[config.mk]
export PLATFORM = sky130hd
export DESIGN_NAME = gpio_port_regs
export DESIGN_NICKNAME = d
export VERILOG_FILES = /design/src/rtl/gpio_port_pkg.sv /design/src/rtl/gpio_in_sync.sv /design/src/rtl/gpio_out_regs.sv /design/src/rtl/gpio_rd_path.sv /design/src/rtl/gpio_port_regs.sv
export SDC_FILE = /design/constraint.sdc
export NUM_CORES = 1
export LEC_CHECK = 0
export BUFFER_PORTS_ARGS = -buffer_cell sky130_fd_sc_hd__buf_2
export CORE_MARGIN = 5
export CORE_UTILIZATION = 55
export CTS_CLUSTER_SIZE = 10
export DETAILED_ROUTE_END_ITERATION = 10
export GPL_ROUTABILITY_DRIVEN = 0
export PLACE_DENSITY_LB_ADDON = 0.08
export SETUP_SLACK_MARGIN = 0.5
export SYNTH_ARGS = -nofsm -noshare
export SYNTH_HDL_FRONTEND = slang
export SYNTH_SLANG_ARGS = --single-unit
[constraint.sdc]
create_clock -name clk -period 6.35 [get_ports clk]
set_clock_uncertainty 0.2 [all_clocks]
set_input_delay 1.27 -clock clk [delete_from_list [all_inputs] [get_ports clk]]
set_output_delay 1.27 -clock clk [all_outputs]
set_load 0.1 [all_outputs]
[src/rtl/gpio_port_pkg.sv]
package gpio_port_pkg;

  typedef enum logic [2:0] {
    SEL_DATA,
    SEL_SET,
    SEL_CLR,
    SEL_TGL,
    SEL_IN,
    SEL_DIR,
    SEL_NONE
  } gp_sel_e;

  localparam logic [31:0] OFS_DATA = 32'h00;
  localparam logic [31:0] OFS_SET  = 32'h04;
  localparam logic [31:0] OFS_CLR  = 32'h08;
  localparam logic [31:0] OFS_TGL  = 32'h0C;
  localparam logic [31:0] OFS_IN   = 32'h10;
  localparam logic [31:0] OFS_DIR  = 32'h14;

  function automatic gp_sel_e gp_decode(input logic [31:0] a);
    gp_sel_e s;
    case (a)
      OFS_DATA: s = SEL_DATA;
      OFS_SET:  s = SEL_SET;
      OFS_CLR:  s = SEL_CLR;
      OFS_TGL:  s = SEL_TGL;
      OFS_IN:   s = SEL_IN;
      OFS_DIR:  s = SEL_DIR;
      default:  s = SEL_NONE;
    endcase
    return s;
  endfunction

endpackage

[src/rtl/gpio_in_sync.sv]
module gpio_in_sync #(
  parameter int unsigned W      = 32,
  parameter int unsigned STAGES = 2
) (
  input  logic         clk,
  input  logic         rst,
  input  logic [W-1:0] din,
  output logic [W-1:0] dout
);

  logic [W-1:0] stg [STAGES];

  always_ff @(posedge clk) begin
    if (rst) begin
      for (int i = 0; i < STAGES; i++) stg[i] <= '0;
    end else begin
      stg[0] <= din;
      for (int i = 1; i < STAGES; i++) stg[i] <= stg[i-1];
    end
  end

  assign dout = stg[STAGES-1];

endmodule

[src/rtl/gpio_out_regs.sv]
module gpio_out_regs
  import gpio_port_pkg::*;
#(
  parameter int unsigned W = 32
) (
  input  logic         clk,
  input  logic         rst,
  input  logic         we,
  input  gp_sel_e      sel,
  input  logic [W-1:0] wdata,
  output logic [W-1:0] out_q,
  output logic [W-1:0] dir_q
);

  always_ff @(posedge clk) begin
    if (rst) begin
      out_q <= '0;
      dir_q <= '0;
    end else if (we) begin
      case (sel)
        SEL_DATA: out_q <= wdata;
        SEL_SET:  out_q <= out_q | wdata;
        SEL_CLR:  out_q <= out_q & ~wdata;
        SEL_TGL:  out_q <= out_q ^ wdata;
        SEL_DIR:  dir_q <= wdata;
        default:  ;
      endcase
    end
  end

endmodule

[src/rtl/gpio_rd_path.sv]
module gpio_rd_path
  import gpio_port_pkg::*;
#(
  parameter int unsigned W = 32
) (
  input  logic         clk,
  input  logic         rst,
  input  logic         re,
  input  gp_sel_e      sel,
  input  logic [W-1:0] out_q,
  input  logic [W-1:0] dir_q,
  input  logic [W-1:0] in_q,
  output logic [W-1:0] rdata
);

  logic [W-1:0] mux;

  always_comb begin
    case (sel)
      SEL_DATA: mux = out_q;
      SEL_IN:   mux = in_q;
      SEL_DIR:  mux = dir_q;
      default:  mux = '0;
    endcase
  end

  always_ff @(posedge clk) begin
    if (rst)     rdata <= '0;
    else if (re) rdata <= mux;
    else         rdata <= '0;
  end

endmodule

[src/rtl/gpio_port_regs.sv]
module gpio_port_regs
  import gpio_port_pkg::*;
#(
  parameter int unsigned NPINS       = 32,
  parameter int unsigned ADDR_W      = 8,
  parameter int unsigned SYNC_STAGES = 2
) (
  input  logic              clk,
  input  logic              rst,
  input  logic              bus_we,
  input  logic              bus_re,
  input  logic [ADDR_W-1:0] bus_addr,
  input  logic [NPINS-1:0]  bus_wdata,
  output logic [NPINS-1:0]  bus_rdata,
  input  logic [NPINS-1:0]  pin_in,
  output logic [NPINS-1:0]  pin_out,
  output logic [NPINS-1:0]  pin_oe
);

  gp_sel_e          sel;
  logic [NPINS-1:0] out_q;
  logic [NPINS-1:0] dir_q;
  logic [NPINS-1:0] in_q;

  assign sel = gp_decode(32'(bus_addr));

  gpio_in_sync #(.W(NPINS), .STAGES(SYNC_STAGES)) i_sync (
    .clk  (clk),
    .rst  (rst),
    .din  (pin_in),
    .dout (in_q)
  );

  gpio_out_regs #(.W(NPINS)) i_out (
    .clk   (clk),
    .rst   (rst),
    .we    (bus_we),
    .sel   (sel),
    .wdata (bus_wdata),
    .out_q (out_q),
    .dir_q (dir_q)
  );

  gpio_rd_path #(.W(NPINS)) i_rd (
    .clk   (clk),
    .rst   (rst),
    .re    (bus_re),
    .sel   (sel),
    .out_q (out_q),
    .dir_q (dir_q),
    .in_q  (in_q),
    .rdata (bus_rdata)
  );

  assign pin_out = out_q;
  assign pin_oe  = dir_q;

endmodule

==> results of run 1 <==
registers in the layout (all words and copies together), names as in the netlist:
name and flops:
i_out.dir_q 32, i_rd.rdata 32, i_sync.stg 64, i_out.out_q 32
layout by cell type (no fill, tap or decap), types with 2 or more instances in the layout:
cell,n
or4_1,2
dfxtp_1,160
nor2b_1,64
buf_4,8
a221oi_1,32
ha_1,64
bufinv_16,5
mux2_2,18
nor4_4,2
o21ai_0,14
clkbuf_1,2
buf_2,169
nor2_1,129
nor3_4,3
clkinv_2,2
nor2_2,2
a211oi_1,65
inv_1,66
nand2_1,14
mux2i_1,32
a22oi_1,32
clkbuf_16,17
clkbuf_8,2
cell type report:
cell class	instances	area, µm²
Fill cell	1037	4020
Multi-Input combinational cell	479	3510
Sequential cell	160	3200
Timing Repair Buffer	177	906
Clock buffer	21	460
Inverter	66	248
Tap cell	172	215
Clock inverter	7	160
report_power, final:
part | switching [µW] | leakage, µW | internal, µW
sequential | 6.56 | 0.00130 | 1020
clock | 383 | 0.000305 | 708
combinational | 100 | 0.00216 | 60.0
layer usage:
| layer | part of all wire (%) | global-route usage (%) | wire length [µm] | vias up |
|---|---|---|---|---|
| li1 | - | - | - | 2870 |
| met1 | 43 | 30.0 | 8070 | 2820 |
| met2 | 49 | 40.6 | 9100 | 205 |
| met3 | 6.9 | 6.69 | 1290 | 24 |
| met4 | 1.5 | 7.41 | 282 | 0 |
| met5 | 0 | 0 | 0 | - |
worst max-delay path, stage by stage:
cell and delay, ps:
buf_4 720, nand4bb_1 310, nor3_4 490, buf_4 540
mux2i_1 270, nor2_1 50
through the flow:
step	cells	setup WS, ps	power, µW	hold WS [ps]
CTS	1082	2770	2300	237
floorplan	761	3360	1150	214
detailed placement	1054	2320	1210	223
global route	1082	2560	2360	248
global placement	1054	2400	1200	218
finish	1082	2760	2280	236
worst paths after layout:
path	startpoint	to	slack, ps
worst max-delay path	bus_addr[2]	i_out.dir_q[19]	2760
worst max register to register	i_out.out_q[1]	i_out.out_q[1]	4710
worst min-delay path	i_sync.stg[0][8]	i_sync.stg[0][40]	240
worst min register to register	i_sync.stg[0][8]	i_sync.stg[0][40]	240
logic make-up (layout without fill, tap and decap cells):
group	Yosys count	count (layout)	share of synthesized area, %
and+or+nand+nor	222	222	14.9
muxes	50	50	7.29
DFF	160	160	44.6
AOI/OAI and AO/OA	143	143	15.0
adders and majority gates	64	64	11.2
buffers and inverters	122	271	7.06
==> results.py, run 1 <==
metrics = {
    "logic_synthesis": {
        "synth_common_cells": "dfxtp_1 (160), nor2_1 (131), inv_1 (66)",
        "ys.flop_type": "dfxtp_1",
        "syn_inst": 761,
        "async_reset_ff_share_pct": 0,
        "yosys_warnings": 0,
        "synth.distinct_cells": 26,
        "yosys.area.top_type_share_pct": 44.6,
        "synth_edf_count": 0,
        "syn_avg_cell_area_um2": 9.43,
        "yosysSeqAreaShare_pct": 44.6,
        "synth.net_count": 901,
        "synth_top_cell_by_area": "dfxtp_1",
        "syn_area_um2": 7180,
        "yosysMostFrequentCell": "dfxtp_1",
        "synth-seq-cells": 160,
        "synth_area_leaders": "dfxtp_1 (45%), ha_1 (11%), nor2_1 (6.9%)",
    },
    "floorplan": {
        "die-area_um2": 15400,
        "rows": 41,
        "start_util_pct": 56.4,
        "dieWidth_um": 124,
        "coreArea_um2": 12700,
        "io_pins": 172,
        "die_h_um": 124,
    },
    "detailed_routing": {
        "drc": 0,
        "routed_wl_mm": 18.7,
        "dr_total_vias": 5919,
        "via_per_inst": 5.47,
        "final_antenna_net_count": 0,
        "wl_per_cell_um": 17.3,
        "first_pass_iters": 4,
        "first_iter_violations": 406,
    },
    "timing": {
        "finalSetupTns_ps": 0,
        "finalCriticalPeriod_ps": 3590,
        "setup_violations": 0,
        "drv_slew": 0,
        "worst_pin_slew_ps": 998,
        "period_share_pct": 56.5,
        "max_slew_margin_pct": 33.2,
        "finalHoldViolations": 0,
        "max_freq_mhz": 279,
        "rsz0062_at_grt": "no",
    },
    "cts": {
        "cts.path.max_buffers": 2,
        "cts.reportedPaths.clkPinSlew_ps": 60,
        "cts_made_buffers": 17,
        "clkSinkCount": 160,
        "cts-root-buf": "clkbuf_16",
        "worstSkewPairLatency_ps": 420,
        "cts_resized": 0,
        "cts_setup_buffers": 0,
        "cts_tree": "yes",
        "cts-hold-fix-buffers": 0,
        "cts_htree_levels": 4,
    },
    "power": {
        "ir_worst_vdd_uv": 195,
        "p_leak_uw": 0.00377,
        "power-per-cell-area_nw_per_um2": 262,
    },
    "critical_path": {
        "worstPathRequired_ps": 6440,
        "cp-start-kind": "input port",
        "critPathKind": "in -> reg",
        "cp_max_fo": 87,
        "reg2reg_depth": 5,
        "cp.arrival_ps": 3680,
        "endpoint_kind": "flop",
    },
    "grt": {
        "grt_pass1_wl_mm": 30.4,
        "grt_pass1_vias": 5928,
        "overflow": 0,
        "grt_max_degree": 88,
        "grt_use_total_pct": 24.1,
        "grt_antenna_before_repair": 0,
    },
    "place": {
        "dpl-instance-area_um2": 8090,
        "io_buffers": 171,
        "hpwl_mm": 12.0,
    },
    "run_status": {
        "status": "completed",
    },
    "cells_and_area": {
        "layout-drive-gt1-share_pct": 25.3,
        "fin_util_pct": 68.4,
        "area_growth_syn_to_layout_pct": 21.3,
        "design_area_um2": 8710,
        "antennaDiodeCount": 0,
        "nets": 1041,
    },
    "min_path": {
        "hold_path.class": "reg -> reg",
        "holdPathStages": 1,
    },
    "run": {
        "maxCapViolations": 0,
    },
}
Power figures use the tool's default switching activity.
==> run 2: changes to the inputs <==
Settings changed: CORE_UTILIZATION 55 to 49.
Clock period 6.35 ns to 3.23 ns, I/O delays scaled along.
==> results.py, run 2 (synthesized netlist as in run 1, its figures left out) <==
metrics = {
    "run_status": {
        "status": "completed",
    },
    "power": {
        "total_power_uw": 4630,
        "ir_worst_vdd_uv": 380,
        "clkPwrFrac_pct": 49.4,
        "power-per-cell-area_nw_per_um2": 523,
        "intPower_uw": 3610,
        "p_leak_uw": 0.00384,
        "p_sw_share_pct": 22.2,
        "pwr-share-seq_pct": 43.7,
        "combinationalPowerShare_pct": 6.9,
        "p_sw_uw": 1030,
    },
    "timing": {
        "finalSetupTns_ps": 0,
        "max_slew_margin_pct": 40.5,
        "setup_violations": 0,
        "fin_ws_ps": 935,
        "worst_pin_slew_ps": 890,
        "period_share_pct": 71.0,
        "drv_slew": 0,
        "max_freq_mhz": 436,
        "finalCriticalPeriod_ps": 2290,
        "finalHoldViolations": 0,
        "rsz0062_at_grt": "no",
    },
    "place": {
        "hpwl_mm": 12.7,
        "io_buffers": 171,
        "dp.cells": 1076,
        "place_ws_ps": 518,
    },
    "cts": {
        "worstSkewPairLatency_ps": 430,
        "cts-root-buf": "clkbuf_16",
        "clkSinkCount": 160,
        "cts_resized": 0,
        "cts_htree_levels": 4,
        "cts.reportedPaths.clkPinSlew_ps": 60,
        "cts-hold-fix-buffers": 0,
        "cts_tree": "yes",
        "cts_setup_buffers": 0,
        "cts_made_buffers": 17,
        "cts.path.max_buffers": 2,
    },
    "grt": {
        "grt_antenna_before_repair": 1,
        "grt_pass1_wl_mm": 30.1,
        "grt_max_degree": 129,
        "grt_use_total_pct": 22.4,
        "overflow": 0,
        "grt_pass1_vias": 5943,
    },
    "floorplan": {
        "coreArea_um2": 14400,
        "dieWidth_um": 131,
        "rows": 44,
        "start_util_pct": 49.8,
        "die-area_um2": 17200,
        "die_h_um": 131,
        "io_pins": 172,
    },
    "cells_and_area": {
        "regMostFlops": "i_sync.stg",
        "nets": 1051,
        "layout_commonest_cell": "buf_2",
        "largest_register_ff_count": 64,
        "stdcell_count": 1109,
        "layout-drive-gt1-share_pct": 26.3,
        "final_cell_mix": "buf_2 (169), dfxtp_1 (160), nor2_1 (131), inv_1 (66), a211oi_1 (65)",
        "nFillCells": 1242,
        "area_growth_syn_to_layout_pct": 23.4,
    },
    "detailed_routing": {
        "wl_per_cell_um": 17.3,
        "final_antenna_net_count": 0,
        "dr_total_vias": 5878,
        "dr_wl_met2_mm": 8.96,
        "routed_wl_mm": 19.2,
        "wl_met3_mm": 1.41,
        "first_iter_violations": 468,
        "topRoutingLayerUsed": "met4",
        "met1_length_mm": 8.63,
        "via_per_inst": 5.30,
        "drc": 0,
        "first_pass_iters": 5,
    },
    "critical_path": {
        "cpPeakStageDelay_ps": 410,
        "reg2reg_depth": 5,
        "crit_path_frequent_cell": "buf_4",
        "critPathTopFamily": "buffers and inverters",
        "critPathBufInv": 3,
        "cp.arrival_ps": 2420,
        "crit_end": "i_out.out_q[15]",
        "crit_path_top_delay_cell": "buf_2",
        "cp_max_fo": 23,
        "startpoint": "bus_addr[3]",
        "r2r_start": "i_out.out_q[15]",
        "worstPathRequired_ps": 3360,
        "critPathKind": "in -> reg",
        "endpoint_kind": "flop",
        "path_cells": "buf_2 -> buf_4 -> nand3b_1 -> nor3_4 -> buf_4 -> a221oi_1 -> a211oi_1",
        "cp-start-kind": "input port",
        "crit_cells": 7,
        "reg2reg_to": "i_out.out_q[15]",
        "ff2ff_setup_slack_ps": 1610,
    },
    "min_path": {
        "hold_path.class": "in -> reg",
    },
    "run": {
        "maxCapViolations": 0,
    },
}
[run 2: changes by cell type in the layout (fill, tap and decap cells not counted), sizes merged]
| cell | delta |
|---|---|
| buf | +10 |
| bufinv | +1 |
| clkinvlp | +4 |
| clkbuf | -2 |
| diode | +1 |
| inv | +1 |
[run 2: worst min path at each step]
stage,start,endpoint,cells after the start
final,pin_in[6],i_sync.stg[0][6],2
after global routing,pin_in[3],i_sync.stg[0][3],2
after CTS,pin_in[2],i_sync.stg[0][2],2
after detailed placement,i_sync.stg[0][31],i_sync.stg[0][63],1
after global placement,i_sync.stg[0][6],i_sync.stg[0][38],1
after floorplan,i_sync.stg[0][0],i_sync.stg[0][32],1
[run 2: metal layers]
layer	global-route usage [%]	vias up
li1	-	2902
met1	30.1	2769
met2	35.3	188
met3	5.81	19
met4	7.38	0
met5	0	-
[run 2: final cells by class]
class	count	area (µm²)	area share, %
Multi-Input combinational cell	479	3510	39.6
Clock inverter	13	233	2.63
Tap cell	184	230	2.60
Inverter	66	248	2.80
Timing Repair Buffer	187	993	11.2
Sequential cell	160	3200	36.1
Clock buffer	19	443	5.00
Antenna cell	1	2.50	0.0282
[run 2: power by group through the flow]
stage	Clock (µW)	Sequential [µW]	Combinational (µW)
floorplan	0	2090	180
global placement	0	2070	304
detailed placement	0	2070	315
CTS	2320	2030	319
global route	2400	2030	354
finish	2290	2030	319
[run 2: through the flow]
stage                     instance area, µm²  hold WS [ps]  utilization (%)
after global routing                    8860           219             61.4
after floorplan                         7180           214                -
after global placement                  8180           219             56.7
after CTS                               8860           209             61.4
final                                   8860           224             61.4
after detailed placement                8180           221             56.7
[run 2: worst register-to-register path, cell delays in order, from the launching register on]
cell      delay, ps
dfxtp_1         410
inv_1            60
ha_1            170
a211oi_1        260
a221oi_1         80
a211oi_1        330
==> run 3: changes to the inputs <==
Clock period 3.23 ns to 2 ns, I/O delays scaled along.
==> results.py, run 3 (synthesized netlist as in run 1, its figures left out) <==
metrics = {
    "critical_path": {
        "cp.arrival_ps": 1990,
        "critPathKind": "in -> reg",
        "startpoint": "bus_addr[7]",
        "worstPathRequired_ps": 2100,
        "endpoint_kind": "flop",
        "cp-start-kind": "input port",
        "cp_max_fo": 10,
        "r2r_start": "i_out.out_q[8]",
    },
    "floorplan": {
        "io_pins": 172,
        "coreArea_um2": 14400,
        "die_h_um": 131,
        "start_util_pct": 49.8,
        "rows": 44,
        "dieWidth_um": 131,
        "die-area_um2": 17200,
    },
    "timing": {
        "max_freq_mhz": 528,
        "drv_slew": 0,
        "finalCriticalPeriod_ps": 1890,
        "worst_pin_slew_ps": 551,
        "max_slew_margin_pct": 63.3,
        "finalSetupTns_ps": 0,
        "whs_ps": 3.54,
        "period_share_pct": 94.7,
        "finalHoldViolations": 0,
        "setup_violations": 0,
        "rsz0062_at_grt": "yes",
    },
    "place": {
        "dpl-instance-area_um2": 8570,
        "hpwl_mm": 13.1,
        "dp.cells": 1091,
        "io_buffers": 171,
    },
    "cells_and_area": {
        "final_cell_mix": "buf_12 (120), nor2_1 (110), buf_4 (81), buf_2 (69), inv_1 (66)",
        "multiInputGateArea_um2": 3980,
        "area_growth_syn_to_layout_pct": 81.7,
        "nFillCells": 505,
        "largest_register_ff_count": 64,
        "nets": 1207,
        "layout-drive-gt1-share_pct": 51.2,
        "regMostFlops": "i_sync.stg",
        "design_area_um2": 13000,
        "layout_commonest_cell": "buf_12",
        "stdcell_count": 1265,
        "seq_area_um2": 3430,
    },
    "cts": {
        "cts_htree_levels": 4,
        "clkSinkCount": 160,
        "cts_tree": "yes",
        "cts.path.max_buffers": 2,
        "worstSkewPairLatency_ps": 440,
        "cts_made_buffers": 17,
        "cts.reportedPaths.clkPinSlew_ps": 70,
        "cts-root-buf": "clkbuf_16",
    },
    "detailed_routing": {
        "final_antenna_net_count": 0,
        "dr_total_vias": 7818,
        "first_iter_violations": 808,
        "via_per_inst": 6.18,
        "drc": 0,
        "wl_per_cell_um": 26.4,
        "first_pass_iters": 6,
        "routed_wl_mm": 33.4,
    },
    "grt": {
        "grt_antenna_before_repair": 1,
        "grt_pass1_wl_mm": 42.8,
        "overflow": 0,
        "grt_use_total_pct": 32.9,
        "grt_max_degree": 113,
        "grt_pass1_vias": 7729,
    },
    "min_path": {
        "hold_path.class": "in -> reg",
        "min_from": "pin_in[31]",
    },
    "power": {
        "p_sw_share_pct": 26.5,
        "total_power_uw": 7550,
        "combinationalPowerShare_pct": 10.5,
        "p_sw_uw": 2000,
        "power-per-cell-area_nw_per_um2": 579,
        "intPower_uw": 5550,
        "pwr-share-seq_pct": 42.7,
        "ir_worst_vdd_uv": 775,
        "clkPwrFrac_pct": 46.9,
        "p_leak_uw": 0.00532,
    },
    "run": {
        "maxCapViolations": 0,
    },
    "run_status": {
        "status": "completed",
    },
}
-- run 3: cell count changes in the layout (fill, tap and decap cells not counted), sizes merged --
cell / delta
dlygate4sd3: +25
buf: +127
bufbuf: +1
clkbuf: +2
bufinv: -3
clkinvlp: -1
clkinv: +5
-- run 3: final timing paths --
check	slack, ps	to	cells past startpoint
max	110	i_out.dir_q[0]	7
min	4	i_sync.stg[0][31]	2
max reg2reg	200	i_out.out_q[8]	6
min reg2reg	240	i_sync.stg[0][46]	1
-- run 3: routing by layer --
layer / GRT usage (%) / share of wire (%) / routed length (µm)
met5: 0 / 0 / 0
met4: 14.5 / 6.6 / 2210
met3: 8.62 / 10 / 3500
met2: 54.9 / 47 / 15700
met1: 39.8 / 36 / 12000
-- run 3: metrics by stage --
step	setup WS, ps	utilization [%]
2_1_floorplan	-62.3	-
3_3_place_gp	-183	59.4
3_5_place_dp	-254	59.4
4_1_cts	254	86.4
5_1_grt	56.8	90.4
6_report	106	90.4
-- run 3: area by class of cell --
cell class              count  area share [%]
repair buffers            343            34.7
multi-input cells         479            30.5
flip-flops and latches    160            26.3
clock buffers              18            3.37
inverters                  66            1.90
well taps                 184            1.77
clock inverters            14            1.42
diodes                      1          0.0192
-- run 3: critical path, cell delays in order --
cell and delay, ps:
buf_6 90, or4_4 550, nor3_4 220, buf_4 150, buf_12 160, mux2i_1 300, nor2_1 100
-- run 3: repair_timing --
item,in CTS,in global routing
endpoints found under the setup margin,192,192
resized for setup,499,74
pin swaps,44,59
endpoints found under the hold margin,25,0
hold buffers,25,0
gates cloned,19,3
buffers inserted,81,13
-- run 3: power by group through the flow --
stage / registers (µW) / logic [µW] / clock network, µW
2_1_floorplan: 3380 / 299 / 0
3_3_place_gp: 3340 / 518 / 0
3_5_place_dp: 3340 / 536 / 0
4_1_cts: 3220 / 659 / 3450
5_1_grt: 3220 / 826 / 3660
6_report: 3220 / 789 / 3540
